$ cat config.mk
export PLATFORM = sky130hd
export DESIGN_NAME = wdog_sup
export DESIGN_NICKNAME = d
export VERILOG_FILES = /design/src/rtl/wdog_pkg.sv /design/src/rtl/wdog_sync.sv /design/src/rtl/wdog_filt.sv /design/src/rtl/wdog_core.sv /design/src/rtl/wdog_sup.sv
export SDC_FILE = /design/constraint.sdc
export NUM_CORES = 1
export LEC_CHECK = 0
export ABC_AREA = 1
export CORE_ASPECT_RATIO = 1.4
export CORE_MARGIN = 4
export CORE_UTILIZATION = 30
export CTS_CLUSTER_DIAMETER = 60
export DETAILED_ROUTE_END_ITERATION = 10
export GPL_TIMING_DRIVEN = 0
export PLACE_DENSITY = 0.48
export SLEW_MARGIN = 5
export SYNTH_ARGS = -nofsm -noshare
export SYNTH_HDL_FRONTEND = slang
export SYNTH_SLANG_ARGS = --single-unit
$ cat constraint.sdc
create_clock -name clk -period 2.79 [get_ports clk]
set_clock_uncertainty 0.2 [all_clocks]
set_input_delay 0.279 -clock clk [delete_from_list [all_inputs] [get_ports clk]]
set_output_delay 0.279 -clock clk [all_outputs]
set_load 0.01 [all_outputs]
$ cat src/rtl/wdog_pkg.sv
package wdog_pkg;

    typedef enum logic {
        WD_RISE_EARLY = 1'b0,
        WD_DUAL_FIXED = 1'b1
    } wdog_mode_e;

    function automatic int unsigned wd_max(input int unsigned a, input int unsigned b);
        return (a > b) ? a : b;
    endfunction

endpackage

$ cat src/rtl/wdog_sync.sv
module wdog_sync (
    input  logic clk,
    input  logic rst_n,
    input  logic din,
    output logic dout
);
    logic [1:0] stg_d, stg_q;

    always_comb begin
        stg_d = {stg_q[0], din};
    end

    always_ff @(posedge clk or negedge rst_n) begin
        if (!rst_n) stg_q <= '0;
        else        stg_q <= stg_d;
    end

    assign dout = stg_q[1];
endmodule

$ cat src/rtl/wdog_filt.sv
module wdog_filt #(
    parameter int unsigned FILT_CYC = 4
) (
    input  logic clk,
    input  logic rst_n,
    input  logic din,
    output logic dout
);
    localparam int unsigned FW = (FILT_CYC < 2) ? 1 : $clog2(FILT_CYC);
    localparam logic [FW-1:0] RUN_LAST = FW'(FILT_CYC - 1);

    typedef struct packed {
        logic          lvl;
        logic [FW-1:0] run;
    } filt_t;

    filt_t st_d, st_q;

    always_comb begin
        st_d = st_q;
        if (din != st_q.lvl) begin
            if (st_q.run == RUN_LAST) begin
                st_d.lvl = din;
                st_d.run = '0;
            end else begin
                st_d.run = st_q.run + 1'b1;
            end
        end else begin
            st_d.run = '0;
        end
    end

    always_ff @(posedge clk or negedge rst_n) begin
        if (!rst_n) st_q <= '0;
        else        st_q <= st_d;
    end

    assign dout = st_q.lvl;
endmodule

$ cat src/rtl/wdog_core.sv
module wdog_core
    import wdog_pkg::*;
#(
    parameter int unsigned TIMEOUT_CYC = 200,
    parameter int unsigned ALARM_CYC   = 120,
    parameter int unsigned MIN_LOW_CYC = 10,
    parameter wdog_mode_e  MODE        = WD_RISE_EARLY
) (
    input  logic clk,
    input  logic rst_n,
    input  logic kick_f,
    input  logic dis_f,
    output logic wdo_n
);
    localparam int unsigned LOW_LEN = (MODE == WD_RISE_EARLY) ? TIMEOUT_CYC : ALARM_CYC;
    localparam int unsigned CW      = $clog2(wd_max(TIMEOUT_CYC, LOW_LEN) + 1);
    localparam logic [CW-1:0] HI_LAST  = CW'(TIMEOUT_CYC - 1);
    localparam logic [CW-1:0] LO_LAST  = CW'(LOW_LEN - 1);
    localparam logic [CW-1:0] MIN_LAST = CW'(MIN_LOW_CYC - 1);

    typedef struct packed {
        logic          low;
        logic          pend;
        logic          kprev;
        logic [CW-1:0] cnt;
    } core_t;

    core_t st_d, st_q;
    logic  k_rise, k_fall, k_ev, rel_req, min_ok;

    always_comb begin
        st_d       = st_q;
        st_d.kprev = kick_f;
        k_rise     = kick_f & ~st_q.kprev;
        k_fall     = ~kick_f & st_q.kprev;
        k_ev       = (MODE == WD_RISE_EARLY) ? k_rise : (k_rise | k_fall);
        min_ok     = (st_q.cnt >= MIN_LAST);
        rel_req    = st_q.pend | dis_f | ((MODE == WD_RISE_EARLY) & k_ev);

        if (!st_q.low) begin
            st_d.pend = 1'b0;
            if (dis_f || k_ev) begin
                st_d.cnt = '0;
            end else if (st_q.cnt == HI_LAST) begin
                st_d.low = 1'b1;
                st_d.cnt = '0;
            end else begin
                st_d.cnt = st_q.cnt + 1'b1;
            end
        end else begin
            if ((st_q.cnt == LO_LAST) || (rel_req && min_ok)) begin
                st_d.low  = 1'b0;
                st_d.pend = 1'b0;
                st_d.cnt  = '0;
            end else begin
                st_d.pend = rel_req;
                st_d.cnt  = st_q.cnt + 1'b1;
            end
        end
    end

    always_ff @(posedge clk or negedge rst_n) begin
        if (!rst_n) st_q <= '0;
        else        st_q <= st_d;
    end

    assign wdo_n = ~st_q.low;
endmodule

$ cat src/rtl/wdog_sup.sv
module wdog_sup
    import wdog_pkg::*;
#(
    parameter int unsigned TIMEOUT_CYC = 200,
    parameter int unsigned ALARM_CYC   = 120,
    parameter int unsigned MIN_LOW_CYC = 10,
    parameter int unsigned FILT_CYC    = 4,
    parameter wdog_mode_e  MODE        = WD_RISE_EARLY
) (
    input  logic clk,
    input  logic rst_n,
    input  logic kick_i,
    input  logic dis_i,
    output logic wdo_n_o
);
    localparam int unsigned NIN = 2;

    logic [NIN-1:0] raw_in, syn_in, flt_in;
    logic           kick_flt, dis_flt;

    assign raw_in = {dis_i, kick_i};

    for (genvar g = 0; g < NIN; g++) begin : g_in
        wdog_sync u_sync (
            .clk  (clk),
            .rst_n(rst_n),
            .din  (raw_in[g]),
            .dout (syn_in[g])
        );
        wdog_filt #(.FILT_CYC(FILT_CYC)) u_filt (
            .clk  (clk),
            .rst_n(rst_n),
            .din  (syn_in[g]),
            .dout (flt_in[g])
        );
    end

    assign kick_flt = flt_in[0];
    assign dis_flt  = flt_in[1];

    wdog_core #(
        .TIMEOUT_CYC(TIMEOUT_CYC),
        .ALARM_CYC  (ALARM_CYC),
        .MIN_LOW_CYC(MIN_LOW_CYC),
        .MODE       (MODE)
    ) u_core (
        .clk   (clk),
        .rst_n (rst_n),
        .kick_f(kick_flt),
        .dis_f (dis_flt),
        .wdo_n (wdo_n_o)
    );
endmodule

==> results of run 1 <==
==> critical path: stages (launching register included) <==
cell and delay [ns]:
dfrtp_1 0.43, inv_2 0.11, clkdlybuf4s50_1 0.54
==> logic make-up (layout without fill, tap and decap cells) <==
group | Yosys count | in the layout | share of synthesized area, %
buf+inv | 13 | 21 | 4.95
mux | 1 | 1 | 1.14
compound gates | 12 | 12 | 6.73
flops | 21 | 21 | 53.3
simple gates | 42 | 42 | 22.2
xor+xnor | 6 | 6 | 5.33
fa+ha+maj | 5 | 5 | 6.35
==> path summary, 6_finish.rpt <==
check | end | slack, ns | cells after the start
max in group asynchronous | g_in[1].u_filt.dout$_DFFE_PN0P_ | 1.47 | 1
worst min register to register | g_in[1].u_sync.stg_q[1]$_DFF_PN0_ | 0.15 | 0
worst min-delay path | g_in[1].u_sync.stg_q[1]$_DFF_PN0_ | 0.15 | 0
worst max-delay path | wdo_n_o | 0.98 | 2
worst max register to register | u_core.st_q[6]$_DFF_PN0_ | 1.19 | 6
min in group asynchronous | u_core.st_q[6]$_DFF_PN0_ | 0.35 | 1
==> stage by stage <==
stage               cells  utilization, %
floorplan             100               -
global placement      143            34.1
detailed placement    143            34.1
CTS                   147            35.5
global route          147            35.5
finish                147            35.5
==> report_power, final <==
part	total (mW)	internal [mW]	switching, mW
sequential	0.418	0.367	0.0505
clock	0.195	0.101	0.0939
combinational	0.214	0.0896	0.124
==> flip-flops by register name (all words and copies together) (netlist names) <==
signal,flops
g_in.u_filt.dout,2
g_in.u_filt.st_q,4
g_in.u_sync.stg_q,4
u_core.st_q,11
==> layout by cell type, fill, tap and decap left out, types with 3 or more instances in the layout <==
master	netlist	layout
inv_1	8	8
inv_2	5	5
nand2_1	18	18
xnor2_1	3	3
dfrtp_1	21	21
clkdlybuf4s50_1	0	4
clkbuf_8	0	3
ha_1	5	5
nand3_1	5	5
nor2_1	8	8
xor2_1	3	3
nor3_1	3	3
a21oi_1	7	7
==> metal layers <==
metal / GRT usage, % / share of wire, % / vias up
li1: - / - / 336
met1: 10.5 / 42 / 320
met2: 17.0 / 55 / 6
met3: 2.71 / 3.1 / 2
met4: 3.17 / 0.25 / 0
met5: 0 / 0 / -
==> area by class of cell <==
class                      count  area, um2
fill                         324       2030
tap                           39       48.8
sequential                    21        526
timing repair buffer           4       40.0
clock buffer                   4       45.0
inverter                      13       48.8
multi-input combinational     66        412
==> cells in the mapped netlist <==
library cell	instances
dfrtp_1	21
nand2_1	18
inv_1	8
nor2_1	8
a21oi_1	7
ha_1	5
inv_2	5
nand3_1	5
nor3_1	3
xnor2_1	3
xor2_1	3
nor2_4	2
o21ai_0	2
a21boi_1	1
a21oi_2	1
mux2_2	1
nand2_2	1
nand3_2	1
nand3_4	1
nand4_1	1
nand4_2	1
nor2_2	1
o21ai_1	1
==> out/results.ini, run 1 <==
[clock_tree]
cts_root_buf=clkbuf_8
cts_tree=yes
post_cts_buffers=0
clock-sinks=21
clk_path_buf_depth=2
cts_made_buffers=3
clk_pin_slew_ns=0.08
cts_hold_buffers=0
clock_latency_ns=0.25
postCtsResizedCells=0
cts_max_level=1

[final_layout]
layout.nets=118
drive_above_1_share_pct=15.7
diodes=0
stdcell_area_um2=1120
area_growth_pct=13.6

[sta]
fin_crit_sh_pct=65.0
finalSetupViolCount=0
finalMaxSlewViolations=0
fin_crit_ns=1.81
hold_slack_ns=0.154
report.final.hold_viol_count=0
layout_setup_ws_ns=0.976
relSlewSlack_pct=37.3
worstMarginPinSlew_ns=0.938
fmax_ghz=0.551
rsz0062_at_grt=no
tns_ns=0

[routing]
drc_errors=0
route.final.wire_length_um=1600
wl_per_cell_um=10.9
drt_iter0_markers=7
post_drt_via_cell_ratio=4.52
detail-route-antenna-nets=0
vias=664
dr.pass1.iters=2

[run_status]
status=completed

[placement]
port-buffer-count=4
dpl_cell_area_um2=1070
hpwlAfterDp_um=1180
gp_congestion=0.753
preCtsSetupSlack_ns=1.09

[synth]
synthCells=100
syn_area_um2=986
ys_seq_area_share_pct=53.3
ys_ff_latch=21
yosys_warnings=0
synth.distinct_cells=23
synth_fp_nets=109
yosysTopAreaCell=dfrtp_1
synth_top_area_share_pct=53.3
ys_top_cells_by_area=dfrtp_1 53%, nand2_1 6.9%, ha_1 6.3%
avgSynthCellArea_um2=9.86

[floorplanning]
start_util_pct=31.3
die_area_um2=4280
io-pin-count=5
die_h_um=75.8
core_um2=3150
num_rows=24
die_x_um=56.5

[critical_path]
cp-end-kind=primary output
worst-path-max-fanout=4
worstSetupStartpointType=flop
rr_startpoint=u_core.st_q[0]$_DFF_PN0_
critical_path_class=flop to primary output
cp_data_arrival_time_ns=1.33
cp_data_required_time_ns=2.31
startpoint=u_core.st_q[10]$_DFF_PN0_

[global_route]
grt.overflow.total=0
grt_pass1_wl_um=3080
antenna_found_initial=0
grt_max_degree=22
track_usage_pct=9.33
grt_pass1_vias=705

[worst_hold_path]
hold_class=flop to flop
hp-start=g_in[1].u_sync.stg_q[0]$_DFF_PN0_

[flow_run]
drv_cap=0

[power_and_ir_drop]
ir_drop_mv=0.404
powerDensity_nw_per_um2=738
power_leakage_nw=0.502
power.total_uw=827

No activity file was read; power rests on OpenSTA's default activity.
==> run 2, diff against run 1 <==
--- a/config.mk
+++ b/config.mk
@@ -12,7 +12,7 @@
 export CTS_CLUSTER_DIAMETER = 60
 export DETAILED_ROUTE_END_ITERATION = 10
 export GPL_TIMING_DRIVEN = 0
-export PLACE_DENSITY = 0.48
+export PLACE_DENSITY = 0.49
 export SLEW_MARGIN = 5
 export SYNTH_ARGS = -nofsm -noshare
 export SYNTH_HDL_FRONTEND = slang
==> constraint.sdc (replaced) <==
create_clock -name clk -period 1.46 [get_ports clk]
set_clock_uncertainty 0.2 [all_clocks]
set_input_delay 0.146 -clock clk [delete_from_list [all_inputs] [get_ports clk]]
set_output_delay 0.146 -clock clk [all_outputs]
set_load 0.01 [all_outputs]
==> out/results.ini, run 2 (synthesized netlist as in run 1, its figures left out) <==
[sta]
report.final.hold_viol_count=0  ; unchanged
hold_slack_ns=0.118  ; -0.0365 ns
finalSetupViolCount=10  ; +10
layout_setup_ws_ns=-0.111  ; -1.09 ns
relSlewSlack_pct=36.1  ; -1.2 points
fin_crit_ns=1.57
tns_ns=-0.819  ; -0.819 ns
fmax_ghz=0.636
rsz0062_at_grt=yes
finalMaxSlewViolations=0  ; unchanged
fin_crit_sh_pct=108
worstMarginPinSlew_ns=0.955  ; +0.0172 ns

[placement]
dpl_cell_area_um2=1070  ; unchanged
gp_congestion=0.764  ; +1.5%
preCtsSetupSlack_ns=-0.137  ; -1.22 ns
placed_cells=143  ; unchanged
port-buffer-count=4  ; unchanged
hpwlAfterDp_um=1190  ; +0.21%

[routing]
vias=706  ; +6.3%
post_drt_via_cell_ratio=4.55  ; +0.84%
drt_iter0_markers=20  ; +13
detail-route-antenna-nets=0  ; unchanged
route.final.wire_length_um=1850  ; +16%
drc_errors=0  ; unchanged
wl_per_cell_um=11.9  ; +9.6%
dr.pass1.iters=2  ; unchanged

[floorplanning]
die_area_um2=4280  ; unchanged
io-pin-count=5  ; unchanged
die_h_um=75.8  ; unchanged
start_util_pct=31.3  ; unchanged
core_um2=3150  ; unchanged
die_x_um=56.5  ; unchanged
num_rows=24  ; unchanged

[final_layout]
stdcell_area_um2=1250  ; +12%
final_cell_mix=21 x dfrtp_1, 14 x nand2_1, 8 x nor2_1
nFillCells=318  ; -1.9%
layout_commonest_cell=dfrtp_1
drive_above_1_share_pct=34.5  ; +19 points
postLayoutCoreUtil_pct=39.8  ; +4.3 points
regMostFlops=u_core.st_q
stdcell_count=155  ; +5.4%
area_growth_pct=27.3
diodes=0  ; unchanged
biggestRegsByFlops=u_core.st_q: 11 flops, g_in.u_filt.st_q: 4 flops, g_in.u_sync.stg_q: 4 flops
layout.nets=126  ; +6.8%
largest_reg_flops=11  ; unchanged

[run_status]
status=complete, but fails checks
violations=negative setup slack

[clock_tree]
cts_max_level=1  ; unchanged
cts_made_buffers=3  ; unchanged
clock_latency_ns=0.26  ; about the same
clk_path_buf_depth=2  ; unchanged
clk_pin_slew_ns=0.08  ; about the same
clock-sinks=21  ; unchanged
cts_tree=yes
cts_root_buf=clkbuf_8

[flow_run]
drv_cap=0  ; unchanged

[critical_path]
path_buf_inv=0  ; -2
cp.depth=8  ; +6
path_cells=ha_2, nor2_1, nand2_1, nand2_2, nand2_2, nand2_4, nand3_4, a21oi_2
worst-path-max-fanout=5  ; +1
rr_startpoint=u_core.st_q[0]$_DFF_PN0_
cp_data_arrival_time_ns=1.56  ; +0.23 ns
cpPeakStageDelay_ns=0.42  ; -0.12 ns
cp_data_required_time_ns=1.45  ; -0.86 ns
path_delay_family=simple AND/OR/NAND/NOR gates
startpoint=u_core.st_q[0]$_DFF_PN0_
critical_path_class=flop to flop
cp-end-kind=flop
slowest_stage=dfrtp_1
crit_top_cell=nand2_2
worstSetupStartpointType=flop
reg2regPathDepth=8  ; +2

[worst_hold_path]
hold_class=input port to flop
hp-start=kick_i
min_path_cells=1  ; +1

[global_route]
grt_pass1_vias=724  ; +2.7%
grt_max_degree=22  ; unchanged
grt.overflow.total=0  ; unchanged
track_usage_pct=9.66  ; +0.32 points
grt_pass1_wl_um=3130  ; +1.8%
antenna_found_initial=0  ; unchanged

[power_and_ir_drop]
power_leakage_nw=0.548  ; +9.1%
power.total_mw=1.73  ; +110%
powerDensity_nw_per_um2=1380  ; +86%
ir_drop_mv=0.893  ; +120%

-- run 2: cell count changes in the layout (fill, tap and decap cells not counted), sizes merged --
| cell | delta |
|---|---|
| buf | +7 |
| clkinv | +1 |
| nand3 | +1 |
| clkbuf | -1 |
| dlygate4sd2 | +1 |
| clkdlybuf4s50 | -1 |
-- run 2: worst paths after layout --
path                            slack [ns]                           endpoint
worst max register to register       -0.11           u_core.st_q[6]$_DFF_PN0_
min in group asynchronous             0.21           u_core.st_q[6]$_DFF_PN0_
worst max-delay path                 -0.11           u_core.st_q[6]$_DFF_PN0_
worst min register to register        0.16  g_in[0].u_sync.stg_q[1]$_DFF_PN0_
worst min-delay path                  0.12  g_in[0].u_sync.stg_q[0]$_DFF_PN0_
max in group asynchronous             0.26           u_core.st_q[4]$_DFF_PN0_
-- run 2: routing by layer --
layer | global-route usage (%) | wire, um
met5 | 0 | 0
met1 | 9.75 | 748
met3 | 2.20 | 53
met4 | 4.75 | 32
met2 | 18.6 | 1010
-- run 2: worst register-to-register path, stage by stage, from the launching register on --
cell and delay [ns]:
dfrtp_1 0.42, ha_2 0.19, nor2_1 0.09, nand2_1 0.07
nand2_2 0.07, nand2_2 0.08, nand2_4 0.09, nand3_4 0.13
a21oi_2 0.16
-- run 2: final cells by class --
cell class                      instances  area (um2)  share of cell area (%)
Multi-Input combinational cell         67         494                    39.4
Sequential cell                        21         526                    41.9
Clock buffer                            3        41.3                    3.29
Inverter                               13        48.8                    3.89
Clock inverter                          1        5.00                   0.399
Timing Repair Buffer                   11        91.3                    7.28
Tap cell                               39        48.8                    3.89
-- run 2: where the power goes --
group | switching (mW) | leakage [nW] | internal [mW]
registers | 0.101 | 0.273 | 0.701
clock network | 0.190 | 0.0255 | 0.190
logic | 0.299 | 0.250 | 0.245
-- run 2: timing repair --
| action | CTS | global route |
|---|---|---|
| buffers inserted | 5 | 2 |
| pin swaps | 6 | 5 |
| resized for setup | 14 | 6 |
| gates cloned | 1 | 0 |
| hold buffers | 0 | 0 |
| endpoints found under the setup margin | 11 | 10 |
